==> config.mk <==
export PLATFORM = sky130hd
export DESIGN_NAME = owseq_top
export DESIGN_NICKNAME = d
export VERILOG_FILES = /design/src/rtl/owseq_pkg.sv /design/src/rtl/owseq_shift.sv /design/src/rtl/owseq_ctrl.sv /design/src/rtl/owseq_spu.sv /design/src/rtl/owseq_top.sv
export SDC_FILE = /design/constraint.sdc
export NUM_CORES = 1
export LEC_CHECK = 0
export BUFFER_PORTS_ARGS = -buffer_cell sky130_fd_sc_hd__buf_4
export CAP_MARGIN = 20
export CELL_PAD_IN_SITES_DETAIL_PLACEMENT = 2
export CELL_PAD_IN_SITES_GLOBAL_PLACEMENT = 2
export CORE_ASPECT_RATIO = 1.4
export CORE_MARGIN = 2
export CORE_UTILIZATION = 25
export DETAILED_ROUTE_END_ITERATION = 10
export PLACE_DENSITY = 0.61
export SYNTH_ARGS = -nofsm -noshare
export SYNTH_HDL_FRONTEND = slang
export SYNTH_SLANG_ARGS = --single-unit
==> constraint.sdc <==
create_clock -name clk -period 2.9 [get_ports clk]
set_input_delay 0.29 -clock clk [delete_from_list [all_inputs] [get_ports clk]]
set_output_delay 0.29 -clock clk [all_outputs]
set_load 0.05 [all_outputs]
==> src/rtl/owseq_pkg.sv <==
package owseq_pkg;

   typedef enum logic [2:0] {
      ST_IDLE = 3'd0,
      ST_RST  = 3'd1,
      ST_ROM  = 3'd2,
      ST_ID   = 3'd3,
      ST_FUNC = 3'd4,
      ST_XFER = 3'd5
   } seq_state_e;

   localparam logic [1:0] OP_CMD   = 2'b00;
   localparam logic [1:0] OP_WRITE = 2'b01;

   function automatic logic op_is_read(input logic [1:0] op);
      return op[1];
   endfunction

endpackage

==> src/rtl/owseq_shift.sv <==
module owseq_shift #(
   parameter int W = 8
) (
   input  logic         clk,
   input  logic         rst_n,
   input  logic         load,
   input  logic [W-1:0] load_val,
   input  logic         step,
   input  logic         rbit,
   output logic         tx_bit,
   output logic         last,
   output logic [W-1:0] next_val
);
   localparam int CW = (W > 2) ? $clog2(W) : 1;
   localparam logic [CW-1:0] LAST_IDX = CW'(W - 1);

   logic [W-1:0]  sh_q;
   logic [CW-1:0] cnt_q;

   generate
      if (W < 2) begin : g_bad_width
         $error("owseq_shift: W must be at least 2");
      end
   endgenerate

   assign tx_bit   = sh_q[0];
   assign last     = (cnt_q == LAST_IDX);
   assign next_val = {rbit, sh_q[W-1:1]};

   always_ff @(posedge clk or negedge rst_n) begin
      if (!rst_n) begin
         sh_q  <= '0;
         cnt_q <= '0;
      end else if (load) begin
         sh_q  <= load_val;
         cnt_q <= '0;
      end else if (step) begin
         sh_q  <= next_val;
         cnt_q <= last ? '0 : cnt_q + 1'b1;
      end
   end

   // a step taken on the last bit without a reload returns to bit 0
   p_cnt_wraps_r2: assert property (@(posedge clk) disable iff (!rst_n)
      (step && last && !load) |=> (cnt_q == '0));

endmodule

==> src/rtl/owseq_ctrl.sv <==
module owseq_ctrl
   import owseq_pkg::*;
#(
   parameter int          W        = 8,
   parameter int          ID_BYTES = 8,
   parameter logic [W-1:0] CODE_SEL = 8'h55,
   parameter logic [W-1:0] CODE_ALL = 8'hCC
) (
   input  logic                  clk,
   input  logic                  rst_n,
   input  logic                  start,
   input  logic [1:0]            op,
   input  logic                  use_id,
   input  logic                  spu_opt,
   input  logic [W-1:0]          cmd_byte,
   input  logic [W-1:0]          tx_byte,
   input  logic [ID_BYTES*W-1:0] dev_id,
   input  logic                  slot_ack,
   input  logic                  slot_nopres,
   input  logic                  sh_last,
   input  logic [W-1:0]          sh_next,
   input  logic                  sh_bit,
   output logic                  sh_load,
   output logic [W-1:0]          sh_load_val,
   output logic                  sh_step,
   output logic                  slot_req,
   output logic                  slot_rst,
   output logic                  slot_bit,
   output logic                  slot_spu,
   output logic                  busy,
   output logic                  done,
   output logic [W-1:0]          rx_byte,
   output logic                  presence_err
);
   localparam int IW = (ID_BYTES > 1) ? $clog2(ID_BYTES) : 1;
   localparam logic [IW-1:0] ID_LAST = IW'(ID_BYTES - 1);

   seq_state_e            state_q;
   logic [IW-1:0]         idx_q;
   logic [W-1:0]          cmd_q;
   logic [ID_BYTES*W-1:0] id_q;
   logic                  use_id_q;
   logic                  spu_q;
   logic                  bit_state;
   logic                  fin;

   generate
      if (ID_BYTES < 1) begin : g_bad_id
         $error("owseq_ctrl: ID_BYTES must be at least 1");
      end
   endgenerate

   assign bit_state = (state_q == ST_ROM) || (state_q == ST_ID) ||
                      (state_q == ST_FUNC) || (state_q == ST_XFER);
   assign sh_step   = slot_ack && bit_state;
   assign fin       = sh_step && sh_last;

   assign slot_req  = (state_q != ST_IDLE);
   assign slot_rst  = (state_q == ST_RST);
   assign slot_bit  = bit_state && sh_bit;
   assign slot_spu  = (state_q == ST_FUNC) && spu_q && sh_last;
   assign busy      = slot_req;

   always_comb begin
      sh_load     = 1'b0;
      sh_load_val = '0;
      unique case (state_q)
         ST_IDLE: begin
            if (start && (op != OP_CMD)) begin
               sh_load     = 1'b1;
               sh_load_val = op_is_read(op) ? {W{1'b1}} : tx_byte;
            end
         end
         ST_RST: begin
            if (slot_ack) begin
               sh_load     = 1'b1;
               sh_load_val = use_id_q ? CODE_SEL : CODE_ALL;
            end
         end
         ST_ROM: begin
            if (fin) begin
               sh_load     = 1'b1;
               sh_load_val = use_id_q ? id_q[0 +: W] : cmd_q;
            end
         end
         ST_ID: begin
            if (fin) begin
               sh_load     = 1'b1;
               sh_load_val = (idx_q == ID_LAST) ? cmd_q
                                                : id_q[(idx_q + 1'b1) * W +: W];
            end
         end
         default: ;
      endcase
   end

   always_ff @(posedge clk or negedge rst_n) begin
      if (!rst_n) begin
         state_q      <= ST_IDLE;
         idx_q        <= '0;
         cmd_q        <= '0;
         id_q         <= '0;
         use_id_q     <= 1'b0;
         spu_q        <= 1'b0;
         done         <= 1'b0;
         rx_byte      <= '0;
         presence_err <= 1'b0;
      end else begin
         done <= 1'b0;
         unique case (state_q)
            ST_IDLE: begin
               if (start) begin
                  cmd_q    <= cmd_byte;
                  id_q     <= dev_id;
                  use_id_q <= use_id;
                  spu_q    <= spu_opt && (op == OP_CMD);
                  idx_q    <= '0;
                  state_q  <= (op == OP_CMD) ? ST_RST : ST_XFER;
               end
            end
            ST_RST: begin
               if (slot_ack) begin
                  presence_err <= slot_nopres;
                  state_q      <= ST_ROM;
               end
            end
            ST_ROM: begin
               if (fin) begin
                  idx_q   <= '0;
                  state_q <= use_id_q ? ST_ID : ST_FUNC;
               end
            end
            ST_ID: begin
               if (fin) begin
                  if (idx_q == ID_LAST) state_q <= ST_FUNC;
                  else                  idx_q   <= idx_q + 1'b1;
               end
            end
            ST_FUNC, ST_XFER: begin
               if (fin) begin
                  rx_byte <= sh_next;
                  done    <= 1'b1;
                  state_q <= ST_IDLE;
               end
            end
            default: state_q <= ST_IDLE;
         endcase
      end
   end

   // request fields hold until the engine acknowledges
   p_req_stable_r12: assert property (@(posedge clk) disable iff (!rst_n)
      (slot_req && !slot_ack) |=> (slot_req && $stable(slot_rst) &&
                                   $stable(slot_bit) && $stable(slot_spu)));

   // completion is a single-cycle pulse seen only when idle
   p_done_pulse_r10: assert property (@(posedge clk) disable iff (!rst_n)
      done |=> !done);
   p_done_idle_r10: assert property (@(posedge clk) disable iff (!rst_n)
      done |-> !busy);

   // a command transfer opens with a reset slot
   p_reset_first_r5: assert property (@(posedge clk) disable iff (!rst_n)
      (!busy && start && (op == OP_CMD)) |=> (slot_req && slot_rst));

   // a pullup request never rides on a reset slot
   p_spu_not_reset_r7: assert property (@(posedge clk) disable iff (!rst_n)
      slot_spu |-> (slot_req && !slot_rst));

endmodule

==> src/rtl/owseq_spu.sv <==
module owseq_spu (
   input  logic clk,
   input  logic rst_n,
   input  logic arm,
   input  logic release_req,
   output logic on
);
   always_ff @(posedge clk or negedge rst_n) begin
      if (!rst_n)           on <= 1'b0;
      else if (arm)         on <= 1'b1;
      else if (release_req) on <= 1'b0;
   end
endmodule

==> src/rtl/owseq_top.sv <==
module owseq_top #(
   parameter int          W        = 8,
   parameter int          ID_BYTES = 8,
   parameter bit          SPU_EN   = 1'b1,
   parameter logic [W-1:0] CODE_SEL = 8'h55,
   parameter logic [W-1:0] CODE_ALL = 8'hCC
) (
   input  logic                  clk,
   input  logic                  rst_n,
   input  logic                  start,
   input  logic [1:0]            op,
   input  logic                  use_id,
   input  logic                  spu_opt,
   input  logic [W-1:0]          cmd_byte,
   input  logic [W-1:0]          tx_byte,
   input  logic [ID_BYTES*W-1:0] dev_id,
   output logic                  busy,
   output logic                  done,
   output logic [W-1:0]          rx_byte,
   output logic                  presence_err,
   output logic                  slot_req,
   output logic                  slot_rst,
   output logic                  slot_bit,
   output logic                  slot_spu,
   input  logic                  slot_ack,
   input  logic                  slot_rbit,
   input  logic                  slot_nopres,
   output logic                  spu_on,
   input  logic                  spu_release
);
   logic         sh_load;
   logic [W-1:0] sh_load_val;
   logic         sh_step;
   logic         sh_bit;
   logic         sh_last;
   logic [W-1:0] sh_next;
   logic         spu_raw;

   owseq_shift #(.W(W)) u_shift (
      .clk      (clk),
      .rst_n    (rst_n),
      .load     (sh_load),
      .load_val (sh_load_val),
      .step     (sh_step),
      .rbit     (slot_rbit),
      .tx_bit   (sh_bit),
      .last     (sh_last),
      .next_val (sh_next)
   );

   owseq_ctrl #(
      .W        (W),
      .ID_BYTES (ID_BYTES),
      .CODE_SEL (CODE_SEL),
      .CODE_ALL (CODE_ALL)
   ) u_ctrl (
      .clk          (clk),
      .rst_n        (rst_n),
      .start        (start),
      .op           (op),
      .use_id       (use_id),
      .spu_opt      (spu_opt),
      .cmd_byte     (cmd_byte),
      .tx_byte      (tx_byte),
      .dev_id       (dev_id),
      .slot_ack     (slot_ack),
      .slot_nopres  (slot_nopres),
      .sh_last      (sh_last),
      .sh_next      (sh_next),
      .sh_bit       (sh_bit),
      .sh_load      (sh_load),
      .sh_load_val  (sh_load_val),
      .sh_step      (sh_step),
      .slot_req     (slot_req),
      .slot_rst     (slot_rst),
      .slot_bit     (slot_bit),
      .slot_spu     (spu_raw),
      .busy         (busy),
      .done         (done),
      .rx_byte      (rx_byte),
      .presence_err (presence_err)
   );

   generate
      if (SPU_EN) begin : g_spu
         assign slot_spu = spu_raw;
         owseq_spu u_spu (
            .clk         (clk),
            .rst_n       (rst_n),
            .arm         (slot_req && slot_ack && spu_raw),
            .release_req (spu_release),
            .on          (spu_on)
         );
      end else begin : g_no_spu
         logic unused_spu_in;
         assign unused_spu_in = spu_release ^ spu_raw;
         assign slot_spu      = 1'b0;
         assign spu_on        = 1'b0;
      end
   endgenerate

   // the pullup turns on together with completion of the armed slot
   p_spu_after_last_r8: assert property (@(posedge clk) disable iff (!rst_n)
      (slot_req && slot_ack && slot_spu) |=> (spu_on && done));

   // once on, the pullup stays on until a release arrives
   p_spu_hold_r8: assert property (@(posedge clk) disable iff (!rst_n)
      (spu_on && !spu_release) |=> spu_on);

endmodule

# After elaboration in Yosys (flattened, before gate mapping)
# Index checks and enable logic that the tools add are counted.
[totals] reg_bits=102 input_bits=91
[classes] n_addsub=3 eq_ne=14 shifts=1 n_mux=34 n_reduce_logical=26
[op_table] operator="$mux W8" n=10
[op_table] operator="$shiftx A64 B33 Y8" n=1
[op_table] operator="$mux W3" n=14
[op_table] operator="$pmux W8 S4" n=1
[op_table] operator="$pmux W3 S5" n=1
[op_table] operator="$eq A3 B3 Y1 const B" n=4
[op_table] operator="$logic_and A1 B1 Y1" n=9
[op_table] operator="$pmux W3 S3" n=1
[op_table] operator="$ne A2 B1 Y1 const B" n=4
[op_table] operator="$add A3 B1 Y3 const B" n=2
[op_table] operator="$eq A3 B2 Y1 const B" n=2
[op_table] operator="$mux W1" n=6
[op_table] operator="$ne A2 B2 Y1 const B" n=3
[op_table] operator="$reduce_and A2 Y1" n=3
[op_table] operator="$reduce_and A6 Y1" n=1
[op_table] operator="$reduce_bool A2 Y1" n=3
[op_table] operator="$reduce_bool A3 Y1" n=2
[op_table] operator="$reduce_and A5 Y1" n=1
[op_table] operator="$add A3 B1 Y4 const B" n=1
[op_table] operator="$reduce_or A2 Y1" n=2
[op_table] operator="$eq A3 B1 Y1 const B" n=1
[op_table] operator="$logic_not A3 Y1" n=1
[op_table] operator="$logic_or A1 B1 Y1" n=3
[op_table] operator="$pmux W1 S3" n=1
[op_table] operator="$logic_not A2 Y1" n=1

# Depth between registers and ports, before layout
[depth] ltp_word=9 depth_mapped=9 depth_no_buf=7

# Hierarchy
# A second synthesis with hierarchy kept.
[unflattened] cells_unflattened=577 hier_area_um2=5074.9
[by_module_without_submodules] mod="owseq_ctrl" instances=1 cells_each=525 area_per_inst_um2=4509.3 seq_area_each_um2=2252.2
[by_module_without_submodules] mod="owseq_shift" instances=1 cells_each=48 area_per_inst_um2=523.0 seq_area_each_um2=275.3
[by_module_without_submodules] mod="owseq_spu" instances=1 cells_each=3 area_per_inst_um2=36.3 seq_area_each_um2=25.0
[by_module_without_submodules] mod="owseq_top" instances=1 cells_each=1 area_per_inst_um2=6.3 seq_area_each_um2=0.0

# Worst setup path before layout
# Ideal clock, no wire load.
[synth_path] path_type="reg2reg" startpoint="reg u_ctrl.state_q[2]" endpoint="reg u_ctrl.idx_q[0]" setup_ns=0.125 arrival_time_ns=2.101 required_ns=2.775 slack_ns=0.674 stages_incl_launch_ff=9 path_buffers=2 synth_period_minus_slack_ns=2.226 cell_sequence="dfrtp_1 > clkbuf_1 > inv_1 > ha_1 > and3_1 > buf_6 > a32oi_1 > nor2_1 > mux2_2"
[synth_via] elab_chain_len=8 word_cells_on_any_way=17 classes_between="eq/ne: 8; mux: 1; reduce/logical: 8"
[synth_rtl] element="start: declaration" line_no="owseq_ctrl.sv:38" rtl="seq_state_e state_q;"
[synth_rtl] element="start signal: assignment" line_no="owseq_ctrl.sv:118" rtl="state_q <= (op == OP_CMD) ? ST_RST : ST_XFER;"
[synth_rtl] element="start signal: assignment" line_no="owseq_ctrl.sv:130" rtl="state_q <= use_id_q ? ST_ID : ST_FUNC;"
[synth_rtl] element="$eq A3 B2 Y1" line_no="owseq_ctrl.sv:53, owseq_ctrl.sv:110"
[synth_rtl] element="$logic_or A1 B1 Y1 (2 in series)" line_no="owseq_ctrl.sv:53" rtl="assign bit_state = (state_q == ST_ROM) || (state_q == ST_ID) ||"
[synth_rtl] element="$logic_or A1 B1 Y1" line_no="owseq_ctrl.sv:54" rtl="(state_q == ST_FUNC) || (state_q == ST_XFER);"
[synth_rtl] element="$logic_and A1 B1 Y1" line_no="owseq_ctrl.sv:55" rtl="assign sh_step = slot_ack && bit_state;"
[synth_rtl] element="$logic_and A1 B1 Y1" line_no="owseq_ctrl.sv:56" rtl="assign fin = sh_step && sh_last;"
[synth_rtl] element="$ne A2 B1 Y1 (no line)"
[synth_rtl] element="$reduce_and A5 Y1 (no line)"
[synth_rtl] element="end signal: assignment" line_no="owseq_ctrl.sv:136" rtl="else idx_q <= idx_q + 1'b1;"
[synth_rtl] element="end: declaration" line_no="owseq_ctrl.sv:39" rtl="logic [IW-1:0] idx_q;"
# Several ways; a longest one is shown, not always the timed one.
# A chain may end at the register's enable or synchronous reset.

# Final worst setup path
# Same ends and word-level chain as after synthesis.

==> impl_results.md <==
* Distinct cells, synth at 48
* Slew margin rel. at 52.1%
* Status: finished clean
* Die width at 126 µm
* Endpoints failing setup at 0
* N_diodes at 0
* Max Clk Rate at 0.395 GHz
* Endpoints failing hold at 0
* Yosys reg bits at 102
* Nets at 643
* Placed standard-cell area at 6210 µm²
* All-Layer GR Usage at 15.1%
* Critical Path Max Stage Delay at 670 ps
* Cell Pwr Density at 967 nW/µm²
* Number of global-route vias before repair at 4,453
* Clk_lat worst skew at 350 ps
* Worst hold path type: in -> reg
* Total gr overflow at 0
* # IOs at 107
* Commonest non-fill, non-tap cell in the layout: buf_4
* Post-Synthesis Cells at 453
* Family with the most delay on the worst path: flip-flops
* CTS buffer count at 9
* CP Max Fanout at 15
* WL/cell at 19.8 µm
* Avg Cell Area, Syn at 11.5 µm²
* Largest net degree at the start of global routing at 47
* Finished Layout Cells at 806
* Port buffer count at 106
* Clock buffer depth at 2
* Drt total wl at 15,900 µm
* Setup crit end kind: flip-flop
* Number of max-cap violations at 0
* Crit path cell chain: inv_1, ha_1, and3_1, a32oi_1, nor2_1, mux2_2
* Vias per cell at 4.84
* Fraction of layout cells with a size suffix above 1 at 39.3%
* Pins Over Slew Limit at 0
* Post-CTS Resized at 0
* Layout area overhead at 24.6%
* Tcrit/Tclk final at 87.4%
* Total power draw at 6.29 mW
* RD Place Congestion at 0.752
* Clock transition at path regs at 70 ps
* RSZ-0062 raised after global routing: false
* Initial DRC count at 134
* H-tree levels at 3
* Max VDD drop at 0.278 mV
* Post-synth top area cell: dfrtp_1
* Cell Count Post-Placement at 789
* CP max stage cell: dfrtp_1
* Critical path startpoint category: flip-flop
* Yosys warning total at 0
* Synth area leaders: dfrtp_1 49%, mux2_2 16%, mux2i_1 5.9%
* Most frequent cells in the layout: 110 x buf_4, 102 x dfrtp_1, 76 x mux2_2
* Initial core utilization at 25.5%
* First-pass GRT wire length at 25,500 µm
* Die span in y at 175 µm
* Fillcell total at 2,221
* Period minus WS final at 2530 ps
* Mapped Nets at 551
* DRC viols at 0
* Cell Rows at 62
* Leakage at 2.80 nW
* # clock sinks at 102
* CP bufs+invs at 1
* Yosys top cell area share at 48.9%
* Sequential fraction of the synthesis area at 48.9%
* CTS root buf: clkbuf_16
* Slew @ Worst Pin at 718 ps
* Antenna Nets Post-Route at 0
* Total setup buffers inserted after CTS at 0
* Area of the die at 22,100 µm²
* Core box area at 20,500 µm²
* Initial antenna violation count at 0
* Total vias in the final route at 3,901
* DP Wirelength at 12,000 µm
* WP data required at 3140 ps
* Synthesized area at 5220 µm²
* First-pass detailed-route iteration total at 4
* Fin area at 6500 µm²
* Setup TNS at 0 ps
* CTS tree: built
* WP data arrival at 2780 ps
* Critical path class: reg -> reg
* Final Skew at 4.03 ps
==> power by group <==
group	leakage, nW	total (mW)	switching (mW)	internal [mW]
Combinational	1.42	2.56	1.33	1.23
Clock	0.135	1.20	0.550	0.655
Sequential	1.24	2.52	0.462	2.06
Total	2.80	6.29	2.34	3.95
==> through the flow <==
stage	hold slack, ps	worst slack (ps)	util [%]
after floorplan	-5.59	674	-
after global placement	355	515	30.3
after detailed placement	364	421	30.3
after CTS	115	395	31.8
after global routing	130	196	31.8
final	126	367	31.8
==> final cells by class <==
cell class / instances / area [µm²] / area share [%]
clock buffers: 14 / 274 / 4.21
clock inverters: 2 / 15.0 / 0.231
inverters: 19 / 71.3 / 1.10
multi-input cells: 300 / 2400 / 36.8
flip-flops and latches: 102 / 2550 / 39.2
well taps: 256 / 320 / 4.92
repair buffers: 113 / 876 / 13.5
==> worst register-to-register path: stages, from the launching register on <==
cell and delay (ps):
dfrtp_1 670, inv_1 200, ha_1 370, and3_1 390
a32oi_1 270, nor2_1 180, mux2_2 350
==> sequential cells by signal, indices dropped and copies added, names as in the netlist <==
register / cells
g_spu.u_spu.on: 1
u_ctrl.presence_err: 1
u_ctrl.cmd_q: 8
u_ctrl.state_q: 3
u_ctrl.rx_byte: 8
u_shift.sh_q: 8
u_ctrl.spu_q: 1
u_ctrl.idx_q: 3
u_ctrl.id_q: 64
u_shift.cnt_q: 3
u_ctrl.done: 1
u_ctrl.use_id_q: 1
==> per-layer routing <==
| metal | vias up | share of wire [%] | GRT usage (%) |
|---|---|---|---|
| li1 | 1824 | - | - |
| met1 | 1978 | 42 | 18.3 |
| met2 | 83 | 53 | 26.6 |
| met3 | 16 | 3.8 | 3.25 |
| met4 | 0 | 1.5 | 4.49 |
| met5 | - | 0 | 0 |
==> worst paths after layout <==
| path | startpoint | end | slack [ps] | cells past startpoint |
|---|---|---|---|---|
| max in group asynchronous | rst_n | u_ctrl.id_q[45] | 1510 | 3 |
| max | u_ctrl.state_q[2] | u_ctrl.idx_q[0] | 370 | 6 |
| min | slot_nopres | u_ctrl.presence_err | 130 | 3 |
| min reg2reg | u_ctrl.presence_err | u_ctrl.presence_err | 490 | 2 |
| max reg2reg | u_ctrl.state_q[2] | u_ctrl.idx_q[0] | 370 | 6 |
| min in group asynchronous | rst_n | u_ctrl.id_q[60] | 480 | 2 |
==> kinds of logic after synthesis <==
family	count (synthesis)	synth area share, %
buf+inv	51	5.27
compound gates	103	13.5
fa+ha+maj	7	1.68
simple gates	82	8.08
flops	102	48.9
mux	108	22.6
==> Yosys cell counts (all sizes together) <==
library cell	number
a211o	5
a211oi	1
a21o	3
a21oi	25
a2bb2oi	1
a32o	1
a32oi	3
a41oi	2
and2	3
and3	1
and4bb	1
buf	26
clkbuf	6
dfrtp	102
ha	7
inv	19
mux2	77
mux2i	31
nand2	30
nand2b	1
nand3	5
nand3b	9
nor2	22
nor3	3
nor3b	1
o211a	1
o211ai	6
o21a	2
o21ai	29
o21bai	1
o221ai	11
o22a	2
o22ai	5
o2bb2ai	1
o311ai	2
o41ai	2
or2	2
or3	3
or3b	1
==> repair_timing <==
action,in CTS,in global routing
hold endpoints to repair,44,0
endpoints found under the setup margin,0,0
hold buffers,1,0
(Power assumes the default switching activity.)
